$ cat src/rtl/dcyc_pkg.sv
package dcyc_pkg;
  typedef enum logic [1:0] {
    PH_CAL   = 2'd0,
    PH_GROW  = 2'd1,
    PH_DECAY = 2'd2,
    PH_RUN   = 2'd3
  } phase_e;
endpackage

$ cat src/rtl/dcyc_phase_fsm.sv
module dcyc_phase_fsm
  import dcyc_pkg::*;
(
  input  logic   clk,
  input  logic   rst,
  input  logic   cal_done,
  input  logic   grow_done,
  input  logic   decay_done,
  output phase_e phase,
  output logic   cal_en,
  output logic   grow_en,
  output logic   decay_en,
  output logic   run_en
);
  phase_e phase_q, phase_d;

  always_comb begin
    phase_d = phase_q;
    unique case (phase_q)
      PH_CAL:   if (cal_done)   phase_d = PH_GROW;
      PH_GROW:  if (grow_done)  phase_d = PH_DECAY;
      PH_DECAY: if (decay_done) phase_d = PH_RUN;
      default:                  phase_d = PH_RUN;
    endcase
  end

  always_ff @(posedge clk) begin
    if (rst) phase_q <= PH_CAL;
    else     phase_q <= phase_d;
  end

  assign phase    = phase_q;
  assign cal_en   = (phase_q == PH_CAL);
  assign grow_en  = (phase_q == PH_GROW);
  assign decay_en = (phase_q == PH_DECAY);
  assign run_en   = (phase_q == PH_RUN);

  // a done flag moves the sequence exactly one step
  p_cal_step_r2: assert property (@(posedge clk) disable iff (rst)
    (phase_q == PH_CAL && cal_done) |=> phase_q == PH_GROW);
  p_grow_step_r2: assert property (@(posedge clk) disable iff (rst)
    (phase_q == PH_GROW && grow_done) |=> phase_q == PH_DECAY);
  p_decay_step_r2: assert property (@(posedge clk) disable iff (rst)
    (phase_q == PH_DECAY && decay_done) |=> phase_q == PH_RUN);
  // flags of other phases leave the calibrate phase in place
  p_cal_hold_r3: assert property (@(posedge clk) disable iff (rst)
    (phase_q == PH_CAL && !cal_done) |=> phase_q == PH_CAL);
  // the run phase is terminal
  p_run_sticky_r9: assert property (@(posedge clk) disable iff (rst)
    (phase_q == PH_RUN) |=> phase_q == PH_RUN);
endmodule

$ cat src/rtl/dcyc_period_gen.sv
module dcyc_period_gen #(
  parameter int CNT_W = 16
) (
  input  logic             clk,
  input  logic             rst,
  input  logic             run_en,
  input  logic [CNT_W-1:0] grow_count,
  input  logic [CNT_W-1:0] decay_count,
  output logic             dc_clk
);
  localparam logic [CNT_W-1:0] ONE = CNT_W'(1);

  logic             hi_q;
  logic [CNT_W-1:0] cnt_q;
  logic [CNT_W-1:0] len_q;
  logic [CNT_W-1:0] grow_eff, decay_eff;
  logic             at_end;

  // zero lengths are stretched to one cycle so the loop never stalls
  assign grow_eff  = (grow_count  == '0) ? ONE : grow_count;
  assign decay_eff = (decay_count == '0) ? ONE : decay_count;
  assign at_end    = (cnt_q == len_q);

  always_ff @(posedge clk) begin
    if (rst || !run_en) begin
      hi_q  <= 1'b1;
      cnt_q <= ONE;
      len_q <= grow_eff;
    end else if (at_end) begin
      hi_q  <= !hi_q;
      cnt_q <= ONE;
      len_q <= hi_q ? decay_eff : grow_eff;
    end else begin
      cnt_q <= cnt_q + ONE;
    end
  end

  assign dc_clk = run_en & hi_q;

  // a half is never zero cycles long
  p_len_nonzero_r7: assert property (@(posedge clk) disable iff (rst)
    run_en |-> len_q != '0);
  // the position counter stays inside the current half (R11: no wrap)
  p_cnt_in_range_r5: assert property (@(posedge clk) disable iff (rst)
    run_en |-> (cnt_q >= ONE && cnt_q <= len_q));
  // length only reloads at a boundary
  p_no_midload_r8: assert property (@(posedge clk) disable iff (rst)
    (run_en && $past(run_en) && cnt_q != ONE) |-> $stable(len_q));
  // a finished half always flips the level
  p_flip_r6: assert property (@(posedge clk) disable iff (rst)
    (run_en && $past(run_en) && $past(at_end)) |-> hi_q != $past(hi_q));
endmodule

$ cat src/rtl/dcyc_amp_seq.sv
module dcyc_amp_seq
  import dcyc_pkg::*;
#(
  parameter int CNT_W = 16
) (
  input  logic             clk,
  input  logic             rst,
  input  logic             cal_done,
  input  logic             grow_done,
  input  logic             decay_done,
  input  logic [CNT_W-1:0] grow_count,
  input  logic [CNT_W-1:0] decay_count,
  output logic             cal_en,
  output logic             grow_en,
  output logic             decay_en,
  output logic             run_en,
  output logic             amp_en,
  output logic             dc_clk
);
  phase_e phase;

  dcyc_phase_fsm u_fsm (
    .clk        (clk),
    .rst        (rst),
    .cal_done   (cal_done),
    .grow_done  (grow_done),
    .decay_done (decay_done),
    .phase      (phase),
    .cal_en     (cal_en),
    .grow_en    (grow_en),
    .decay_en   (decay_en),
    .run_en     (run_en)
  );

  dcyc_period_gen #(.CNT_W(CNT_W)) u_gen (
    .clk         (clk),
    .rst         (rst),
    .run_en      (run_en),
    .grow_count  (grow_count),
    .decay_count (decay_count),
    .dc_clk      (dc_clk)
  );

  always_comb begin
    unique case (phase)
      PH_CAL:   amp_en = 1'b1;
      PH_GROW:  amp_en = 1'b1;
      PH_DECAY: amp_en = 1'b0;
      default:  amp_en = dc_clk;
    endcase
  end

  // exactly one phase enable
  p_onehot_r2: assert property (@(posedge clk) disable iff (rst)
    $countones({cal_en, grow_en, decay_en, run_en}) == 1);
  // amplifier idle while decay is measured
  p_decay_off_r4: assert property (@(posedge clk) disable iff (rst)
    decay_en |-> !amp_en);
  // no gating clock outside the run phase
  p_dc_idle_r9: assert property (@(posedge clk) disable iff (rst)
    !run_en |-> !dc_clk);
  // reset lands in calibrate with the amplifier on
  p_reset_cal_r10: assert property (@(posedge clk)
    rst |=> (cal_en && amp_en && !dc_clk));
endmodule

$ cat config.mk
export PLATFORM = sky130hd
export DESIGN_NAME = dcyc_amp_seq
export DESIGN_NICKNAME = d
export VERILOG_FILES = /design/src/rtl/dcyc_pkg.sv /design/src/rtl/dcyc_phase_fsm.sv /design/src/rtl/dcyc_period_gen.sv /design/src/rtl/dcyc_amp_seq.sv
export SDC_FILE = /design/constraint.sdc
export NUM_CORES = 1
export LEC_CHECK = 0
export ABC_AREA = 1
export BUFFER_PORTS_ARGS = -buffer_cell sky130_fd_sc_hd__clkbuf_2
export CORE_UTILIZATION = 40
export CTS_CLUSTER_DIAMETER = 30
export DETAILED_ROUTE_END_ITERATION = 7
export PLACE_DENSITY = 0.68
export SETUP_SLACK_MARGIN = 0.2
export SLEW_MARGIN = 10
export SYNTH_ARGS = -nofsm -noshare
export SYNTH_HDL_FRONTEND = slang
export SYNTH_SLANG_ARGS = --single-unit
$ cat constraint.sdc
create_clock -name clk -period 1.7 [get_ports clk]
set_input_delay 0.085 -clock clk [delete_from_list [all_inputs] [get_ports clk]]
set_output_delay 0.085 -clock clk [all_outputs]
set_load 0.005 [all_outputs]
==> results of run 1 <==
placed cells by master (no fill, tap or decap), drive strengths merged:
cell / count
nor2: 69
dfxtp: 19
nor3: 4
nand4: 4
nand2: 87
clkbuf: 48
xnor2: 1
clkinv: 2
o21ai: 4
edfxtp: 16
nand3: 13
xor2: 12
buf: 11
inv: 53
o31ai: 1
ha: 1
a21oi: 10
sequential cells by signal (all words and copies together) (netlist names):
name,flops
u_gen.len_q,16
u_fsm.phase,2
u_gen.cnt_q,16
u_gen.hi_q,1
Yosys cell counts (2+ instances only):
library cell and instances:
inv_1 49, nor2_2 6, a21oi_1 6, nor3_1 4, o21ai_0 3, buf_4 2, a21oi_2 4, buf_6 2
nand3_1 12, edfxtp_1 16, nand2_1 82, inv_2 4, nand4_1 4, xor2_1 12, dfxtp_1 19, nand2_2 2
nor2_1 62
logic make-up (layout without fill, tap and decap cells):
| kind of cell | after synthesis | after routing |
|---|---|---|
| fa+ha+maj | 1 | 1 |
| xor+xnor | 13 | 13 |
| simple gates | 175 | 177 |
| compound gates | 15 | 15 |
| flops | 35 | 35 |
| buf+inv | 58 | 114 |
worst min-delay path by stage:
stage,to,slack (ns)
finish,u_fsm.phase[1]$_SDFFE_PP0P_,0.07
CTS,u_fsm.phase[1]$_SDFFE_PP0P_,0.06
floorplan,u_fsm.phase[1]$_SDFFE_PP0P_,0.16
global placement,u_fsm.phase[1]$_SDFFE_PP0P_,0.35
global route,u_fsm.phase[1]$_SDFFE_PP0P_,0.08
detailed placement,u_fsm.phase[1]$_SDFFE_PP0P_,0.35
routing by layer:
metal | vias to the layer above | part of all wire [%]
met5 | - | 0
met4 | 0 | 1.2
met3 | 5 | 4.5
met2 | 55 | 47
met1 | 820 | 47
li1 | 1011 | -
stage by stage:
step | setup slack (ns) | instance area [um2]
floorplan | 0.2066 | 2058
finish | 0.2149 | 2619
detailed placement | 0.05666 | 2344
global placement | 0.08855 | 2344
CTS | 0.2059 | 2525
global route | 0.1075 | 2619
cell type report:
class	instances	area, um2
clock buffers	6	72.57
clock inverters	2	8.758
fillers	445	2230
inverters	53	198.9
multi-input cells	206	1042
flip-flops and latches	35	883.3
well taps	67	83.83
repair buffers	53	329.1
power by group through the flow:
stage          sequential (W)  clock, W  combinational (W)
5_1_grt              0.000946  0.000613           0.000222
3_5_place_dp         0.000961         0           0.000179
2_1_floorplan        0.000952         0           0.000105
4_1_cts              0.000942  0.000577           0.000187
6_report             0.000941  0.000559           0.000192
3_3_place_gp         0.000959         0           0.000177
tightest hold or removal path, cell delays in order:
cell	delay, ns
clkbuf_2	0.09
a21oi_1	0.06
nor2_1	0.08
repair_timing:
action | in CTS | in global routing
buffers inserted | 3 | 4
setup endpoints to repair | 27 | 45
gates cloned | 2 | 0
gates resized for setup | 14 | 23
pin swaps | 1 | 5
==> results.cfg, run 1 <==
[detailed_routing]
wl_mm = 4.277
drtIter0Drc = 113
dr.pass1.iters = 4
vias = 1891
ant_nets = 0
post-route-drc-count = 0
avgViaCountPerCell = 4.481
avgRoutedWirePerCell_um = 10.14

[synthesis]
synth.net_count = 335
synth_top_area_share_pct = 23.34
synth-async-reset-ratio_pct = 0
synth_fa_ha_area_share_pct = 0.6079
synth_compound_area_share_pct = 4.498
synth_top_family_by_area = simple AND/OR/NAND/NOR gates
synth_edf_count = 16
netlist_area_um2 = 2058
ys_types = 25
synth_simple_gate_area_share_pct = 35.38
yosysTopAreaCell = edfxtp_1
yosys_warnings = 0
synthTopCellsByArea = edfxtp_1 (23%), dfxtp_1 (18%), nand2_1 (15%)
synth.avg_cell_area_um2 = 6.930
ys_seq_elements = 35
synth_xor_area_share_pct = 5.532
synth.area.mux_share_pct = 0
synth_ff_type = dfxtp_1
netlist_instances = 297
seq_area_frac_synth_pct = 41.82

[layout]
final_util_pct = 54.01
final_cells = 422
drive_gt1_share_pct = 29.30
antenna_cells = 0
nets = 392
area.growth.synth_to_final_pct = 27.23

[grt]
met1_usage_pct = 22.35
use_met3_pct = 2.881
grt_usage_pct = 17.21
busiest_layer = met2
grt_use_met2_pct = 28.64
grt_max_degree = 21
grt_pass1_wl_mm = 7.148
grt_pass1_vias = 1713
grt-ovfl-total = 0
antenna_found_initial = 0

[clocking]
htree_levels = 2
cts_tree = built
cts_hold_buf = 0
clock_latency_ns = 0.28
cts_sinks = 35
numCtsBuffers = 5
ctsLongestPathBuffers = 2
clk_pin_slew_ns = 0.07
root_buffer = clkbuf_8

[timing]
slew-limit-headroom_pct = 75.74
worstMarginPinSlew_ns = 0.3630
holdWs_ns = 0.06506
finClkSkew_ns = 0.004758
rsz0062_at_grt = true
tns_ns = 0
final.min_clock_period_ns = 1.485
hold_viol = 0
fmax_ghz = 0.6734
fin_crit_sh_pct = 87.36
drv_slew = 0
finalSetupViolCount = 0

[pwr]
p_comb_share_pct = 11.4
power.total_w = 0.001691
internal_power_w = 0.001286
p_sw_w = 0.0004057
netSwitchingFraction_pct = 23.99
power_frac_seq_pct = 55.6
power_leakage_nw = 1.204
vdd_drop_max_mv = 0.3403
pwr-share-clk_pct = 33.0
p_per_area_nw_per_um2 = 645.9

[setup_path]
crit_path_start_kind = flop
critical_path_depth = 8
cp_common_cell = nand2_1
crit_buf_inv = 1
cp_slowest_cell = dfxtp_1
cp-end-kind = flop
crit_end = u_gen.len_q[0]$_DFFE_PP_
cp_max_fo = 6
cp_cell_sequence = inv_1, nand2_1, nand2_1, nor2_1, nand2_1, nor2_4, nand2_4, nand2_4
r2r_start = u_gen.cnt_q[6]$_SDFF_PP0_
rrSetupSlack_ns = 0.21
r2r_cells = 8
cp_slowest_stage_delay_ns = 0.39
cp-startpoint = u_gen.cnt_q[6]$_SDFF_PP0_
worstSetupPathType = flop to flop
r2r_end = u_gen.len_q[0]$_DFFE_PP_
critical_path_arrival_ns = 1.48
crit_family = simple AND/OR/NAND/NOR gates
critPathRequiredTime_ns = 1.69

[floorplanning]
die_w_um = 73.73
die_area_um2 = 5436
rows = 25
ios = 43
die-height_um = 73.73
initial_core_util_pct = 42.45
fp.coreArea_um2 = 4848

[place]
dpl.hpwl_mm = 3.177
io_buffer_count = 42
gp_routability_congestion = 0.8479
dp_cells = 405

[job]
drv_cap = 0

[hold_path]
hp-start = grow_done
hold_depth = 3
hold_class = input port to flop

[run_status]
status = complete, no violations
Power figures use the tool's default switching activity.
==> inputs of run 2 (changes only) <==
Settings changed: BUFFER_PORTS_ARGS -buffer_cell sky130_fd_sc_hd__clkbuf_2 to -buffer_cell sky130_fd_sc_hd__buf_2.
Clock period 1.7 ns to 1.8 ns, I/O delays scaled along.
==> run 2 against run 1 <==
Against the previous run:
- non-clock buffer count fell by 5
- via count fell by 2.2%
- clock power is 2% lower
- global-route usage fell by 1.0 points
- largest cell class unchanged
- sequential share of layout area is 0.55 points higher
- worst hold slack got worse by 0.011 ns
- setup slack better by 0.0088 ns
- critical endpoint is now u_gen.len_q[3]$_DFFE_PP_
- sequential power shrank 5.6%
- cell area down 2.9%
==> results.cfg, run 2 (synthesis gave the netlist of run 1 again) <==
[pwr]
p_sw_w = 0.0003996
pwr-share-clk_pct = 33.9
p_comb_share_pct = 11.2
vdd_drop_max_mv = 0.3200
internal_power_w = 0.001221
netSwitchingFraction_pct = 24.66
power_frac_seq_pct = 54.8
p_per_area_nw_per_um2 = 637.1
power_leakage_nw = 1.167

[detailed_routing]
ant_nets = 0
avgViaCountPerCell = 4.434
dr.pass1.iters = 4
wl_mm = 4.054
avgRoutedWirePerCell_um = 9.722
drtIter0Drc = 113
vias = 1849
post-route-drc-count = 0

[floorplanning]
die_w_um = 73.73
die_area_um2 = 5436
die-height_um = 73.73
ios = 43
rows = 25
fp.coreArea_um2 = 4848
initial_core_util_pct = 42.45

[timing]
slew-limit-headroom_pct = 76.39
drv_slew = 0
fmax_ghz = 0.6344
tns_ns = 0
hold_viol = 0
final.min_clock_period_ns = 1.576
rsz0062_at_grt = false
fin_crit_sh_pct = 87.57
finalSetupViolCount = 0
finClkSkew_ns = 0.003840
fin_ws_ns = 0.2237
worstMarginPinSlew_ns = 0.3533

[clocking]
htree_levels = 2
cts_tree = built
cts_sinks = 35
clk_pin_slew_ns = 0.07
root_buffer = clkbuf_8
ctsLongestPathBuffers = 2
numCtsBuffers = 5
clock_latency_ns = 0.28

[layout]
area.growth.synth_to_final_pct = 23.59
antenna_cells = 0
layout_commonest_cell = nand2_1
final_util_pct = 52.46
fillCellCount = 453
drive_gt1_share_pct = 25.14
mostFrequentLayoutCells = nand2_1 (82), nor2_1 (60), inv_1 (49), buf_2 (42), edfxtp_1 (16)
nets = 387

[grt]
grt_usage_pct = 16.17
grt-ovfl-total = 0
grt_pass1_wl_mm = 6.713
grt_max_degree = 29
antenna_found_initial = 0
grt_pass1_vias = 1601

[place]
gp_routability_congestion = 0.8228
dpl.hpwl_mm = 3.077
io_buffer_count = 42
pre_cts_ws_ns = 0.1404

[setup_path]
cp-startpoint = u_gen.cnt_q[10]$_SDFF_PP0_
critPathRequiredTime_ns = 1.80
r2r_start = u_gen.cnt_q[10]$_SDFF_PP0_
critical_path_arrival_ns = 1.58
worstSetupPathType = flop to flop
cp_max_fo = 7
cp-end-kind = flop
crit_path_start_kind = flop

[job]
drv_cap = 0

[hold_path]
hold_class = input port to flop
hp-start = grow_done

[run_status]
status = complete, no violations
-- run 2: cell types whose count changed in the layout (fill, tap and decap cells not counted), moves of 3 or more --
cell,delta
buf_2,+42
buf_4,-4
clkbuf_2,-42
dfxtp_1,+5
dfxtp_2,-3
nand2_1,+3
nand2_2,-3
nor2_1,+4
nor2_4,-3
-- run 2: cell type report --
cell class	count	area, um2	share of cell area, %
multi-input combinational	206	1007	39.60
sequential	35	872.1	34.28
timing repair buffer	48	292.8	11.51
inverter	53	198.9	7.821
tap	67	83.83	3.296
clock buffer	5	68.82	2.705
clock inverter	3	20.02	0.7870
-- run 2: layer usage --
metal / GRT usage, % / wire length, um
met1: 21.17 / 1932
met2: 26.40 / 1864
met3: 2.881 / 183
met4: 6.410 / 74
met5: 0 / 0
-- run 2: critical path: stages, from the launching register on --
cell     delay (ns)
dfxtp_1        0.41
inv_1          0.10
nand2_1        0.06
nand2_1        0.05
nor2_1         0.13
nand2_1        0.09
nor2_2         0.17
nand2_4        0.14
nand2_8        0.14
-- run 2: path summary, 6_finish.rpt --
path / slack, ns / to / depth (start not counted)
setup / recovery: 0.22 / u_gen.len_q[3]$_DFFE_PP_ / 8
hold / removal: 0.05 / u_fsm.phase[1]$_SDFFE_PP0P_ / 3
hold reg to reg: 0.44 / u_gen.cnt_q[0]$_SDFF_PP1_ / 1
setup reg to reg: 0.22 / u_gen.len_q[3]$_DFFE_PP_ / 8
-- run 2: through the flow --
| stage | hold slack [ns] | instance area [um2] | std cells | total power, W |
|---|---|---|---|---|
| floorplan | 0.1624 | 2058 | 297 | 0.0009983 |
| global placement | 0.3470 | 2336 | 404 | 0.001077 |
| detailed placement | 0.3437 | 2336 | 404 | 0.001080 |
| CTS | 0.03691 | 2434 | 412 | 0.001632 |
| global route | 0.08435 | 2544 | 417 | 0.001707 |
| finish | 0.05375 | 2544 | 417 | 0.001620 |
-- run 2: what timing repair did --
action | in CTS | in global routing
pin swaps | 0 | 2
resized for setup | 1 | 15
setup buffers | 0 | 3
setup endpoints to repair | 20 | 31
gates cloned | 0 | 2
hold buffers | 0 | 0
-- run 2: power groups by stage --
| stage | Clock [W] | Combinational (W) | Sequential [W] |
|---|---|---|---|
| after floorplan | 0 | 0.0000990 | 0.000899 |
| after global placement | 0 | 0.000172 | 0.000905 |
| after detailed placement | 0 | 0.000174 | 0.000906 |
| after CTS | 0.000569 | 0.000176 | 0.000888 |
| after global routing | 0.000603 | 0.000212 | 0.000892 |
| final | 0.000550 | 0.000182 | 0.000888 |
